[src/rtl/accalu_pkg.sv]
package accalu_pkg;

  localparam int OPC_W = 5;

  localparam logic [OPC_W-1:0] OP_CLR_X   = 5'd0;
  localparam logic [OPC_W-1:0] OP_CLR_Y   = 5'd1;
  localparam logic [OPC_W-1:0] OP_CLR_HI  = 5'd2;
  localparam logic [OPC_W-1:0] OP_CLR_LO  = 5'd3;
  localparam logic [OPC_W-1:0] OP_DEC     = 5'd4;
  localparam logic [OPC_W-1:0] OP_ADD     = 5'd5;
  localparam logic [OPC_W-1:0] OP_LD_GPR  = 5'd6;
  localparam logic [OPC_W-1:0] OP_ROR     = 5'd7;
  localparam logic [OPC_W-1:0] OP_ROL     = 5'd8;
  localparam logic [OPC_W-1:0] OP_CPL     = 5'd9;
  localparam logic [OPC_W-1:0] OP_SHL     = 5'd10;
  localparam logic [OPC_W-1:0] OP_SHR     = 5'd11;
  localparam logic [OPC_W-1:0] OP_INC     = 5'd12;
  localparam logic [OPC_W-1:0] OP_LD_X    = 5'd13;
  localparam logic [OPC_W-1:0] OP_LD_Y    = 5'd14;
  localparam logic [OPC_W-1:0] OP_AND_XY  = 5'd15;
  localparam logic [OPC_W-1:0] OP_OR_XY   = 5'd16;
  localparam logic [OPC_W-1:0] OP_LD_PIN  = 5'd17;
  localparam logic [OPC_W-1:0] OP_SUB     = 5'd18;
  localparam logic [OPC_W-1:0] OP_MUL     = 5'd19;
  localparam logic [OPC_W-1:0] OP_LD_HI   = 5'd20;
  localparam logic [OPC_W-1:0] OP_LD_LO   = 5'd21;
  localparam logic [OPC_W-1:0] OP_LD_FADD = 5'd22;
  localparam logic [OPC_W-1:0] OP_LD_FSUB = 5'd23;
  localparam logic [OPC_W-1:0] OP_LD_FMUL = 5'd24;
  localparam logic [OPC_W-1:0] OP_CLR_ACC = 5'd25;
  localparam logic [OPC_W-1:0] OP_OUT     = 5'd26;
  localparam logic [OPC_W-1:0] OP_CLR_F   = 5'd27;
  localparam logic [OPC_W-1:0] OP_ST_X    = 5'd28;
  localparam logic [OPC_W-1:0] OP_ST_Y    = 5'd29;
  localparam logic [OPC_W-1:0] OP_RST_ALL = 5'd30;

  // candidate accumulator sources, one per parallel unit
  typedef enum logic [4:0] {
    SRC_ZERO, SRC_DEC, SRC_ADD, SRC_GPR, SRC_ROR, SRC_ROL, SRC_CPL,
    SRC_SHL, SRC_SHR, SRC_INC, SRC_X, SRC_Y, SRC_AND, SRC_OR, SRC_PIN,
    SRC_SUB, SRC_HI, SRC_LO, SRC_FADD, SRC_FSUB, SRC_FMUL
  } src_e;

  localparam int NSRC  = 21;
  localparam int SRC_W = $clog2(NSRC);

  typedef enum logic [2:0] {
    FL_KEEP, FL_ZERO, FL_ADD, FL_INC, FL_MSB, FL_LSB
  } flsrc_e;

  typedef enum logic [1:0] {
    RG_KEEP, RG_CLR, RG_LOAD
  } rgop_e;

  typedef struct packed {
    logic   acc_we;
    src_e   acc_src;
    flsrc_e f_src;
    rgop_e  x_op;
    rgop_e  y_op;
    rgop_e  hi_op;
    rgop_e  lo_op;
    logic   pout_we;
    logic   clr_all;
  } ctrl_t;

endpackage

[src/rtl/accalu_decode.sv]
module accalu_decode
  import accalu_pkg::*;
(
  input  logic             op_valid,
  input  logic [OPC_W-1:0] op_code,
  output ctrl_t            ctrl
);

  always_comb begin
    ctrl.acc_we  = 1'b0;
    ctrl.acc_src = SRC_ZERO;
    ctrl.f_src   = FL_KEEP;
    ctrl.x_op    = RG_KEEP;
    ctrl.y_op    = RG_KEEP;
    ctrl.hi_op   = RG_KEEP;
    ctrl.lo_op   = RG_KEEP;
    ctrl.pout_we = 1'b0;
    ctrl.clr_all = 1'b0;
    if (op_valid) begin
      case (op_code)
        OP_CLR_X:   ctrl.x_op  = RG_CLR;
        OP_CLR_Y:   ctrl.y_op  = RG_CLR;
        OP_CLR_HI:  ctrl.hi_op = RG_CLR;
        OP_CLR_LO:  ctrl.lo_op = RG_CLR;
        OP_DEC:     begin ctrl.acc_we = 1'b1; ctrl.acc_src = SRC_DEC; end
        OP_ADD:     begin ctrl.acc_we = 1'b1; ctrl.acc_src = SRC_ADD;
                          ctrl.f_src = FL_ADD; end
        OP_LD_GPR:  begin ctrl.acc_we = 1'b1; ctrl.acc_src = SRC_GPR; end
        OP_ROR:     begin ctrl.acc_we = 1'b1; ctrl.acc_src = SRC_ROR; end
        OP_ROL:     begin ctrl.acc_we = 1'b1; ctrl.acc_src = SRC_ROL; end
        OP_CPL:     begin ctrl.acc_we = 1'b1; ctrl.acc_src = SRC_CPL; end
        OP_SHL:     begin ctrl.acc_we = 1'b1; ctrl.acc_src = SRC_SHL;
                          ctrl.f_src = FL_MSB; end
        OP_SHR:     begin ctrl.acc_we = 1'b1; ctrl.acc_src = SRC_SHR;
                          ctrl.f_src = FL_LSB; end
        OP_INC:     begin ctrl.acc_we = 1'b1; ctrl.acc_src = SRC_INC;
                          ctrl.f_src = FL_INC; end
        OP_LD_X:    begin ctrl.acc_we = 1'b1; ctrl.acc_src = SRC_X; end
        OP_LD_Y:    begin ctrl.acc_we = 1'b1; ctrl.acc_src = SRC_Y; end
        OP_AND_XY:  begin ctrl.acc_we = 1'b1; ctrl.acc_src = SRC_AND; end
        OP_OR_XY:   begin ctrl.acc_we = 1'b1; ctrl.acc_src = SRC_OR; end
        OP_LD_PIN:  begin ctrl.acc_we = 1'b1; ctrl.acc_src = SRC_PIN; end
        OP_SUB:     begin ctrl.acc_we = 1'b1; ctrl.acc_src = SRC_SUB; end
        OP_MUL:     begin ctrl.hi_op = RG_LOAD; ctrl.lo_op = RG_LOAD; end
        OP_LD_HI:   begin ctrl.acc_we = 1'b1; ctrl.acc_src = SRC_HI; end
        OP_LD_LO:   begin ctrl.acc_we = 1'b1; ctrl.acc_src = SRC_LO; end
        OP_LD_FADD: begin ctrl.acc_we = 1'b1; ctrl.acc_src = SRC_FADD; end
        OP_LD_FSUB: begin ctrl.acc_we = 1'b1; ctrl.acc_src = SRC_FSUB; end
        OP_LD_FMUL: begin ctrl.acc_we = 1'b1; ctrl.acc_src = SRC_FMUL; end
        OP_CLR_ACC: begin ctrl.acc_we = 1'b1; ctrl.acc_src = SRC_ZERO; end
        OP_OUT:     ctrl.pout_we = 1'b1;
        OP_CLR_F:   ctrl.f_src = FL_ZERO;
        OP_ST_X:    ctrl.x_op = RG_LOAD;
        OP_ST_Y:    ctrl.y_op = RG_LOAD;
        OP_RST_ALL: ctrl.clr_all = 1'b1;
        default:    ctrl.clr_all = 1'b0;
      endcase
    end
  end

endmodule

[src/rtl/accalu_cands.sv]
module accalu_cands
  import accalu_pkg::*;
#(
  parameter int W = 32
) (
  input  logic                     [W-1:0] acc,
  input  logic                     [W-1:0] gpr,
  input  logic                     [W-1:0] pin,
  input  logic                     [W-1:0] x,
  input  logic                     [W-1:0] y,
  input  logic                     [W-1:0] hi,
  input  logic                     [W-1:0] lo,
  input  logic                     [W-1:0] fadd,
  input  logic                     [W-1:0] fsub,
  input  logic                     [W-1:0] fmul,
  output logic [NSRC-1:0]          [W-1:0] cand,
  output logic                             add_c,
  output logic                             inc_c
);

  logic [W:0] add_w;
  logic [W:0] inc_w;

  always_comb begin
    add_w = {1'b0, acc} + {1'b0, gpr};
    inc_w = {1'b0, acc} + {{W{1'b0}}, 1'b1};
    add_c = add_w[W];
    inc_c = inc_w[W];
  end

  always_comb begin
    cand           = '0;
    cand[SRC_ZERO] = '0;
    cand[SRC_DEC]  = acc - {{(W-1){1'b0}}, 1'b1};
    cand[SRC_ADD]  = add_w[W-1:0];
    cand[SRC_GPR]  = gpr;
    cand[SRC_ROR]  = {acc[0], acc[W-1:1]};
    cand[SRC_ROL]  = {acc[W-2:0], acc[W-1]};
    cand[SRC_CPL]  = ~acc;
    cand[SRC_SHL]  = {acc[W-2:0], 1'b0};
    cand[SRC_SHR]  = {1'b0, acc[W-1:1]};
    cand[SRC_INC]  = inc_w[W-1:0];
    cand[SRC_X]    = x;
    cand[SRC_Y]    = y;
    cand[SRC_AND]  = x & y;
    cand[SRC_OR]   = x | y;
    cand[SRC_PIN]  = pin;
    cand[SRC_SUB]  = acc - gpr;
    cand[SRC_HI]   = hi;
    cand[SRC_LO]   = lo;
    cand[SRC_FADD] = fadd;
    cand[SRC_FSUB] = fsub;
    cand[SRC_FMUL] = fmul;
  end

endmodule

[src/rtl/accalu_select.sv]
module accalu_select #(
  parameter int W     = 32,
  parameter int N     = 21,
  parameter int SEL_W = $clog2(N)
) (
  input  logic [N-1:0][W-1:0] cand,
  input  logic [SEL_W-1:0]    sel,
  output logic [W-1:0]        y
);

  logic [N-1:0][W-1:0] masked;

  for (genvar i = 0; i < N; i++) begin : g_lane
    assign masked[i] = (sel == SEL_W'(i)) ? cand[i] : '0;
  end

  always_comb begin
    y = '0;
    for (int i = 0; i < N; i++) begin
      y = y | masked[i];
    end
  end

endmodule

[src/rtl/accalu_mul.sv]
module accalu_mul #(
  parameter int W = 32
) (
  input  logic [W-1:0]   a,
  input  logic [W-1:0]   b,
  output logic [2*W-1:0] p
);

  always_comb begin
    p = {{W{1'b0}}, a} * {{W{1'b0}}, b};
  end

endmodule

[src/rtl/accum_alu.sv]
module accum_alu
  import accalu_pkg::*;
#(
  parameter int DATA_W = 32
) (
  input  logic              clk,
  input  logic              rst_n,
  input  logic              op_valid,
  input  logic [OPC_W-1:0]  op_code,
  input  logic [DATA_W-1:0] gpr_i,
  input  logic [DATA_W-1:0] port_i,
  input  logic [DATA_W-1:0] fadd_i,
  input  logic [DATA_W-1:0] fsub_i,
  input  logic [DATA_W-1:0] fmul_i,
  output logic [DATA_W-1:0] acc_o,
  output logic              flag_o,
  output logic [DATA_W-1:0] port_o
);

  localparam int PROD_W = 2 * DATA_W;

  ctrl_t ctrl;

  logic [DATA_W-1:0] acc_q, acc_d;
  logic              f_q, f_d;
  logic [DATA_W-1:0] x_q, x_d;
  logic [DATA_W-1:0] y_q, y_d;
  logic [DATA_W-1:0] hi_q, hi_d;
  logic [DATA_W-1:0] lo_q, lo_d;
  logic [DATA_W-1:0] pout_q, pout_d;

  logic [NSRC-1:0][DATA_W-1:0] cand;
  logic                        add_c, inc_c;
  logic [DATA_W-1:0]           acc_sel;
  logic [PROD_W-1:0]           prod;
  logic                        upd_en;

  accalu_decode u_dec (
    .op_valid (op_valid),
    .op_code  (op_code),
    .ctrl     (ctrl)
  );

  accalu_cands #(.W(DATA_W)) u_cands (
    .acc   (acc_q),
    .gpr   (gpr_i),
    .pin   (port_i),
    .x     (x_q),
    .y     (y_q),
    .hi    (hi_q),
    .lo    (lo_q),
    .fadd  (fadd_i),
    .fsub  (fsub_i),
    .fmul  (fmul_i),
    .cand  (cand),
    .add_c (add_c),
    .inc_c (inc_c)
  );

  accalu_select #(.W(DATA_W), .N(NSRC), .SEL_W(SRC_W)) u_sel (
    .cand (cand),
    .sel  (ctrl.acc_src),
    .y    (acc_sel)
  );

  accalu_mul #(.W(DATA_W)) u_mul (
    .a (acc_q),
    .b (gpr_i),
    .p (prod)
  );

  assign upd_en = op_valid;

  // next-state
  always_comb begin
    acc_d  = acc_q;
    f_d    = f_q;
    x_d    = x_q;
    y_d    = y_q;
    hi_d   = hi_q;
    lo_d   = lo_q;
    pout_d = pout_q;
    if (ctrl.clr_all) begin
      acc_d  = '0;
      f_d    = 1'b0;
      x_d    = '0;
      y_d    = '0;
      hi_d   = '0;
      lo_d   = '0;
      pout_d = '0;
    end else begin
      if (ctrl.acc_we) acc_d = acc_sel;
      case (ctrl.f_src)
        FL_ZERO: f_d = 1'b0;
        FL_ADD:  f_d = add_c;
        FL_INC:  f_d = inc_c;
        FL_MSB:  f_d = acc_q[DATA_W-1];
        FL_LSB:  f_d = acc_q[0];
        default: f_d = f_q;
      endcase
      case (ctrl.x_op)
        RG_CLR:  x_d = '0;
        RG_LOAD: x_d = acc_q;
        default: x_d = x_q;
      endcase
      case (ctrl.y_op)
        RG_CLR:  y_d = '0;
        RG_LOAD: y_d = acc_q;
        default: y_d = y_q;
      endcase
      case (ctrl.hi_op)
        RG_CLR:  hi_d = '0;
        RG_LOAD: hi_d = prod[PROD_W-1:DATA_W];
        default: hi_d = hi_q;
      endcase
      case (ctrl.lo_op)
        RG_CLR:  lo_d = '0;
        RG_LOAD: lo_d = prod[DATA_W-1:0];
        default: lo_d = lo_q;
      endcase
      if (ctrl.pout_we) pout_d = acc_q;
    end
  end

  // state registers
  always_ff @(posedge clk or negedge rst_n) begin
    if (!rst_n) begin
      acc_q  <= '0;
      f_q    <= 1'b0;
      x_q    <= '0;
      y_q    <= '0;
      hi_q   <= '0;
      lo_q   <= '0;
      pout_q <= '0;
    end else if (upd_en) begin
      acc_q  <= acc_d;
      f_q    <= f_d;
      x_q    <= x_d;
      y_q    <= y_d;
      hi_q   <= hi_d;
      lo_q   <= lo_d;
      pout_q <= pout_d;
    end
  end

  assign acc_o  = acc_q;
  assign flag_o = f_q;
  assign port_o = pout_q;

endmodule

[config.mk]
export PLATFORM = sky130hd
export DESIGN_NAME = accum_alu
export DESIGN_NICKNAME = d
export VERILOG_FILES = /design/src/rtl/accalu_pkg.sv /design/src/rtl/accalu_decode.sv /design/src/rtl/accalu_cands.sv /design/src/rtl/accalu_select.sv /design/src/rtl/accalu_mul.sv /design/src/rtl/accum_alu.sv
export SDC_FILE = /design/constraint.sdc
export NUM_CORES = 2
export LEC_CHECK = 0
export CORE_MARGIN = 5
export CORE_UTILIZATION = 56
export DETAILED_ROUTE_END_ITERATION = 10
export DONT_BUFFER_PORTS = 1
export PLACE_DENSITY_LB_ADDON = 0.2
export SYNTH_ARGS = -nofsm -noshare
export SYNTH_HDL_FRONTEND = slang
export SYNTH_HIERARCHICAL = 1
export SYNTH_SLANG_ARGS = --single-unit
export TNS_END_PERCENT = 5
[constraint.sdc]
create_clock -name clk -period 7.89 [get_ports clk]
set_input_delay 1.578 -clock clk [delete_from_list [all_inputs] [get_ports clk]]
set_output_delay 1.578 -clock clk [all_outputs]
set_load 0.02 [all_outputs]
# Word level (Yosys, flattened, before mapping)
# Cells that the tools add are included.
# Widths: inputs -> output; s select.
[word_totals]
ff_bits = 193
inputBits = 168
wordCells = 155
[op_classes]
muxes = 43
n_reduce_logical = 15
addsub = 4
n_mul = 1
bitwise_logic = 22
n_eq_ne = 63
[ops]
columns = ["cell", "n"]
rows = [
  ["$mux 32", 27],
  ["$or 32x32->32", 20],
  ["$pmux 32 s2", 4],
  ["$pmux 6 s21", 1],
  ["$eq 5x5->1 const B", 20],
  ["$eq 5x4->1 const B", 16],
  ["$mul 32x32->64", 1],
  ["$eq 5x3->1 const B", 8],
  ["$add 32x1->33 const B", 1],
  ["$add 32x32->33", 1],
  ["$and 32x32->32", 1],
  ["$not 32->32", 1],
  ["$sub 32x1->32 const B", 1],
  ["$sub 32x32->32", 1],
  ["$mux 31", 1],
  ["$eq 5x2->1 const B", 4],
  ["$mux 19", 1],
  ["$pmux 2 s2", 4],
  ["$pmux 3 s5", 1],
  ["$reduce_and 2->1", 7],
  ["$reduce_bool 3->1", 4],
  ["$eq 5x1->1 const B", 2],
  ["$eq 2x1->1 const B", 4],
  ["$eq 2x2->1 const B", 4],
  ["other kinds (8)", 13],
]

# Logic depth before layout (Yosys ltp)
[depth]
depth_word = 26
ltp_mapped = 32
ltp_nobuf = 30

# By module
# Netlist, hierarchy kept.
[modules_own_cells]
columns = ["mod", "cells_per_inst", "seq_area_each_um2", "area_each_um2", "n_inst"]
rows = [
  ["accalu_mul", 3648, 0.0, 33050.4, 1],
  ["accalu_cands", 1209, 0.0, 8380.5, 1],
  ["accum_alu", 810, 4829.6, 8349.3, 1],
  ["accalu_select", 650, 0.0, 4653.2, 1],
  ["accalu_decode", 61, 0.0, 362.8, 1],
]

# Worst setup path before layout
# Ideal clock, no wire load.
[synth_path]
kind = "input port to flip-flop"
from = "in gpr_i[8]"
to = "reg hi_q[26]"
path_stages = 28
setup_ns = 0.079
arrival_ns = 8.268
slack_ns = -0.457
n_path_buf = 1
cell_sequence = "clkbuf_1 > nand2_1 > fa_1 > inv_1 > fa_1 > inv_1 > fa_1 > inv_1 > fa_1 > fa_1 > fa_1 > fa_1 > inv_1 > fa_1 > inv_1 > ha_1 > a21oi_1 > o21ai_1 > a21oi_1 > nor2_1 > a211oi_1 > o2111ai_1 > and3_1 > a211o_1 > a21oi_1 > xnor2_1 > nand2_1 > mux2i_1"
[synth_via]
elab_chain_len = 3
[synth_rtl]
columns = ["element", "line_no", "rtl"]
rows = [
  ["from (decl)", "accum_alu.sv:10", "input logic [DATA_W-1:0] gpr_i,"],
  ["$mul 32x32->64", "accalu_mul.sv:10", "p = {{W{1'b0}}, a} * {{W{1'b0}}, b};"],
  ["named net prod[58]", "accum_alu.sv:35", "logic [PROD_W-1:0] prod;"],
  ["$pmux 32 s2", "accum_alu.sv:111", "case (ctrl.hi_op)"],
  ["$mux 32", "accum_alu.sv:83", "if (ctrl.clr_all) begin"],
  ["to (signal assigned)", "accum_alu.sv:140", "hi_q <= hi_d;"],
  ["to (decl)", "accum_alu.sv:28", "logic [DATA_W-1:0] hi_q, hi_d;"],
]
# The timed path passes the listed nets, and every way through them passes these cells.
# A chain may end at the register's enable or synchronous reset.

# Worst setup path in the final report
[layout_path]
from = "in gpr_i[9]"
to = "reg hi_q[26]"
# The elaborated chain is that of the path after synthesis.

==> results.md <==
* Status: finished, final reports clean
* Clock Pin Slew Worst Setup and Hold Paths at ~0.10 ns
* Most frequent CP cell: fa_1
* Mean Syn Cell Area at ~8.6 sq um
* DP HPWL at approximately 140000 microns
* Asr flop ratio synth at between 90% and 100%
* DRC at 0
* Reg2Reg Depth at 25
* R2R Setup Slk at approximately 0.19 ns
* Chip width at 323 microns
* Largest family of logic cells by synthesized area: adder cells
* FP Rows at ~110
* Sequential Area at approximately 0.0049 sq mm
* Worst setup endpoint: hi_q[26]
* Routed WL at roughly 180000 microns
* Hold Fails Final Rpt at 0
* Nets at ~7300
* Most frequent cells in the layout: inv_1 (1082), fa_1 (886), nand2_1 (680), and2_1 (631), ha_1 (317)
* Setup violators final at 0
* XOR/XNOR Fraction of Synth Area at approximately 2.9%
* Num CTS Buffers at 17
* Die area at approximately 0.10 sq mm
* Yosys reg bits at about 190
* Netlist cell types at 102
* Final core area utilization at between 50% and 60%
* Initial Util at a little under three fifths
* Chip height at approximately 320 microns
* Hold_buf cts at 0
* FF-to-FF Start: acc_o[16]
* Initial DRC Count at 3830
* Top_reg_cell synth: dfrtp_1
* CTS tree: yes
* First-pass GRT wire length at 272000 microns
* Max Freq at 127 MHz
* Hold Crit Class: flip-flop to flip-flop
* Avg Vias per Cell at 5.93
* Critical Path Sink Type: flip-flop
* Pre-antenna DRT Iters at 7
* # fillers at roughly 8900
* CP startpoint kind: primary input
* Routed WL per cell at between 20 and 25 microns
* Critical Path Source: gpr_i[9]
* CTS root buffer: clkbuf_16
* Core Area at 0.0969 sq mm
* Rel. slew slack at 6.72%
* Total clock sinks at a little under 200
* Max-slew violation count at 0
* Largest net degree at the start of global routing at roughly 190
* Post-synthesis instance area at 0.0548 sq mm
* Worst skew pair latency at 0.50 ns
* FF-to-FF End: hi_q[28]
* Max incr delay on CP at 0.56 ns
* Mux contribution to synthesized area at roughly 3.3%
* Max Cap Viol at 0
* Critical Path RT at ~8.3 ns
* RSZ-0062 raised after global routing: true
* Final Critical Period at 7.86 ns
* Total grt overflow at 0
* Area Growth Syn to Fin at 0.210%
* Adder-cell share of the synthesized area at 40.3%
* Total global-route track usage at approximately 34%
* Final period util at 99.7%
* Initial antenna violation count at 18
* DR vias at roughly 43000
* Most common cell after layout, fill and taps aside: inv_1
* I/O Pins at 233
* Clock Skew at 0.0249 ns
* CTS max path bufs at 2
* Simple-gate share of the synthesized area at between 15 and 20%
* Vias in the first global route at approximately 45000
* Crit path DAT at around 8.3 ns
* H-tree Lvls at 4
* Layout cells sized above 1 at about 10%
* Slowest-stage cell, CP: fa_1
* Synth warnings at 6
* CP Max Fanout at 35
* Post-route ant nets at 0
* Compound-Gate Fraction of Synth Area at 10.0%
* Post-synth EDFFs at 0
* Footprint of the multi-input gates at approximately 0.041 sq mm
* Crit path kind: primary input to flip-flop
* Post-Syn Instances at 6378
* Routability cong. at between 1 and 1.5
* Part of the Yosys area used for sequential elements at about 9%
* Worst Tran Pin Value at 1.39 ns
* # port buffers at 0
routing by layer:
layer | part of all wire, % | track usage, % | up-vias
met1 | 40 | 43.9 | 21900
met5 | 0.055 | 0 | -
met2 | 47 | 56.0 | 1754
li1 | - | - | 18600
met3 | 7.4 | 5.93 | 500
met4 | 5.4 | 15.3 | 16
metrics by stage:
stage | setup slack, ns | instance area [sq um] | instances | hold slack [ns] | setup TNS, ns
3_3_place_gp | -0.606 | 53800 | 7158 | 0.511 | -13.21
5_1_grt | -0.223 | 54900 | 7202 | 0.547 | -1.92
6_report | 0.0262 | 54900 | 7203 | 0.530 | 0
3_5_place_dp | -0.708 | 53800 | 7158 | 0.515 | -14.81
4_1_cts | -0.100 | 54600 | 7191 | 0.535 | -0.115
2_1_floorplan | -0.344 | 55000 | 6411 | 0.494 | -3.69
timing repair:
| action | 4_1_cts | 5_1_grt |
|---|---|---|
| gates cloned | 0 | 0 |
| setup endpoints to repair | 15 | 29 |
| pin swaps | 9 | 76 |
| gates resized for setup | 20 | 56 |
| buffers inserted | 1 | 3 |
state kept, by name, indices dropped and copies added (netlist names):
| name | flops |
|---|---|
| port_o | 32 |
| lo_q | 32 |
| hi_q | 32 |
| flag_o | 1 |
| x_q | 32 |
| y_q | 32 |
| acc_o | 32 |
worst max-delay path: cells and delay by family:
family                     cells  cell delay [ns]
AOI/OAI and AO/OA              5             1.03
xor gates and xnor gates       1             0.12
adders and majority gates      9             4.40
buffers and inverters          4             0.29
muxes                          1             0.13
and+or+nand+nor                6             0.65
Yosys cell counts (61+ instances only):
master / instances / share of area, %
and2_1: 638 / 7.3
dfrtp_1: 193 / 8.8
fa_1: 898 / 33
o21ai_0: 149 / 1.4
nand4_1: 61 / 0.70
nand3_1: 106 / 0.97
xnor2_1: 149 / 2.4
buf_2: 67 / 0.61
a21oi_1: 146 / 1.3
ha_1: 328 / 7.5
mux2i_1: 111 / 2.0
a22oi_1: 182 / 2.5
nor2_1: 133 / 0.91
nand2_1: 680 / 4.7
inv_1: 1086 / 7.4
buf_4: 460 / 6.3
clkbuf_1: 266 / 1.8
cell families after synthesis:
group,count (synthesis)
simple gates,1898
xor+xnor,182
mux,172
other cells,1
buf+inv,1911
flops,193
compound gates,795
fa+ha+maj,1226
worst min path at each step:
stage / from / endpoint / slack, ns / cells past startpoint
finish: hi_q[18] / hi_q[18] / 0.53 / 2
global route: lo_q[1] / lo_q[1] / 0.55 / 2
CTS: hi_q[18] / hi_q[18] / 0.54 / 2
detailed placement: lo_q[1] / lo_q[1] / 0.52 / 2
global placement: lo_q[0] / lo_q[0] / 0.51 / 2
floorplan: hi_q[0] / hi_q[0] / 0.49 / 2
cell type report:
type	instances	area share [%]
Antenna cell	10	0.0456
Clock buffer	17	0.775
Clock inverter	15	0.392
Inverter	1093	7.47
Multi-Input combinational cell	4307	75.5
Sequential cell	193	8.87
Tap cell	1276	2.91
Timing Repair Buffer	292	4.02
Power is left out: the tool's default activity adds up to more than one toggle a clock period on the data nets, which glitch-free logic cannot reach.
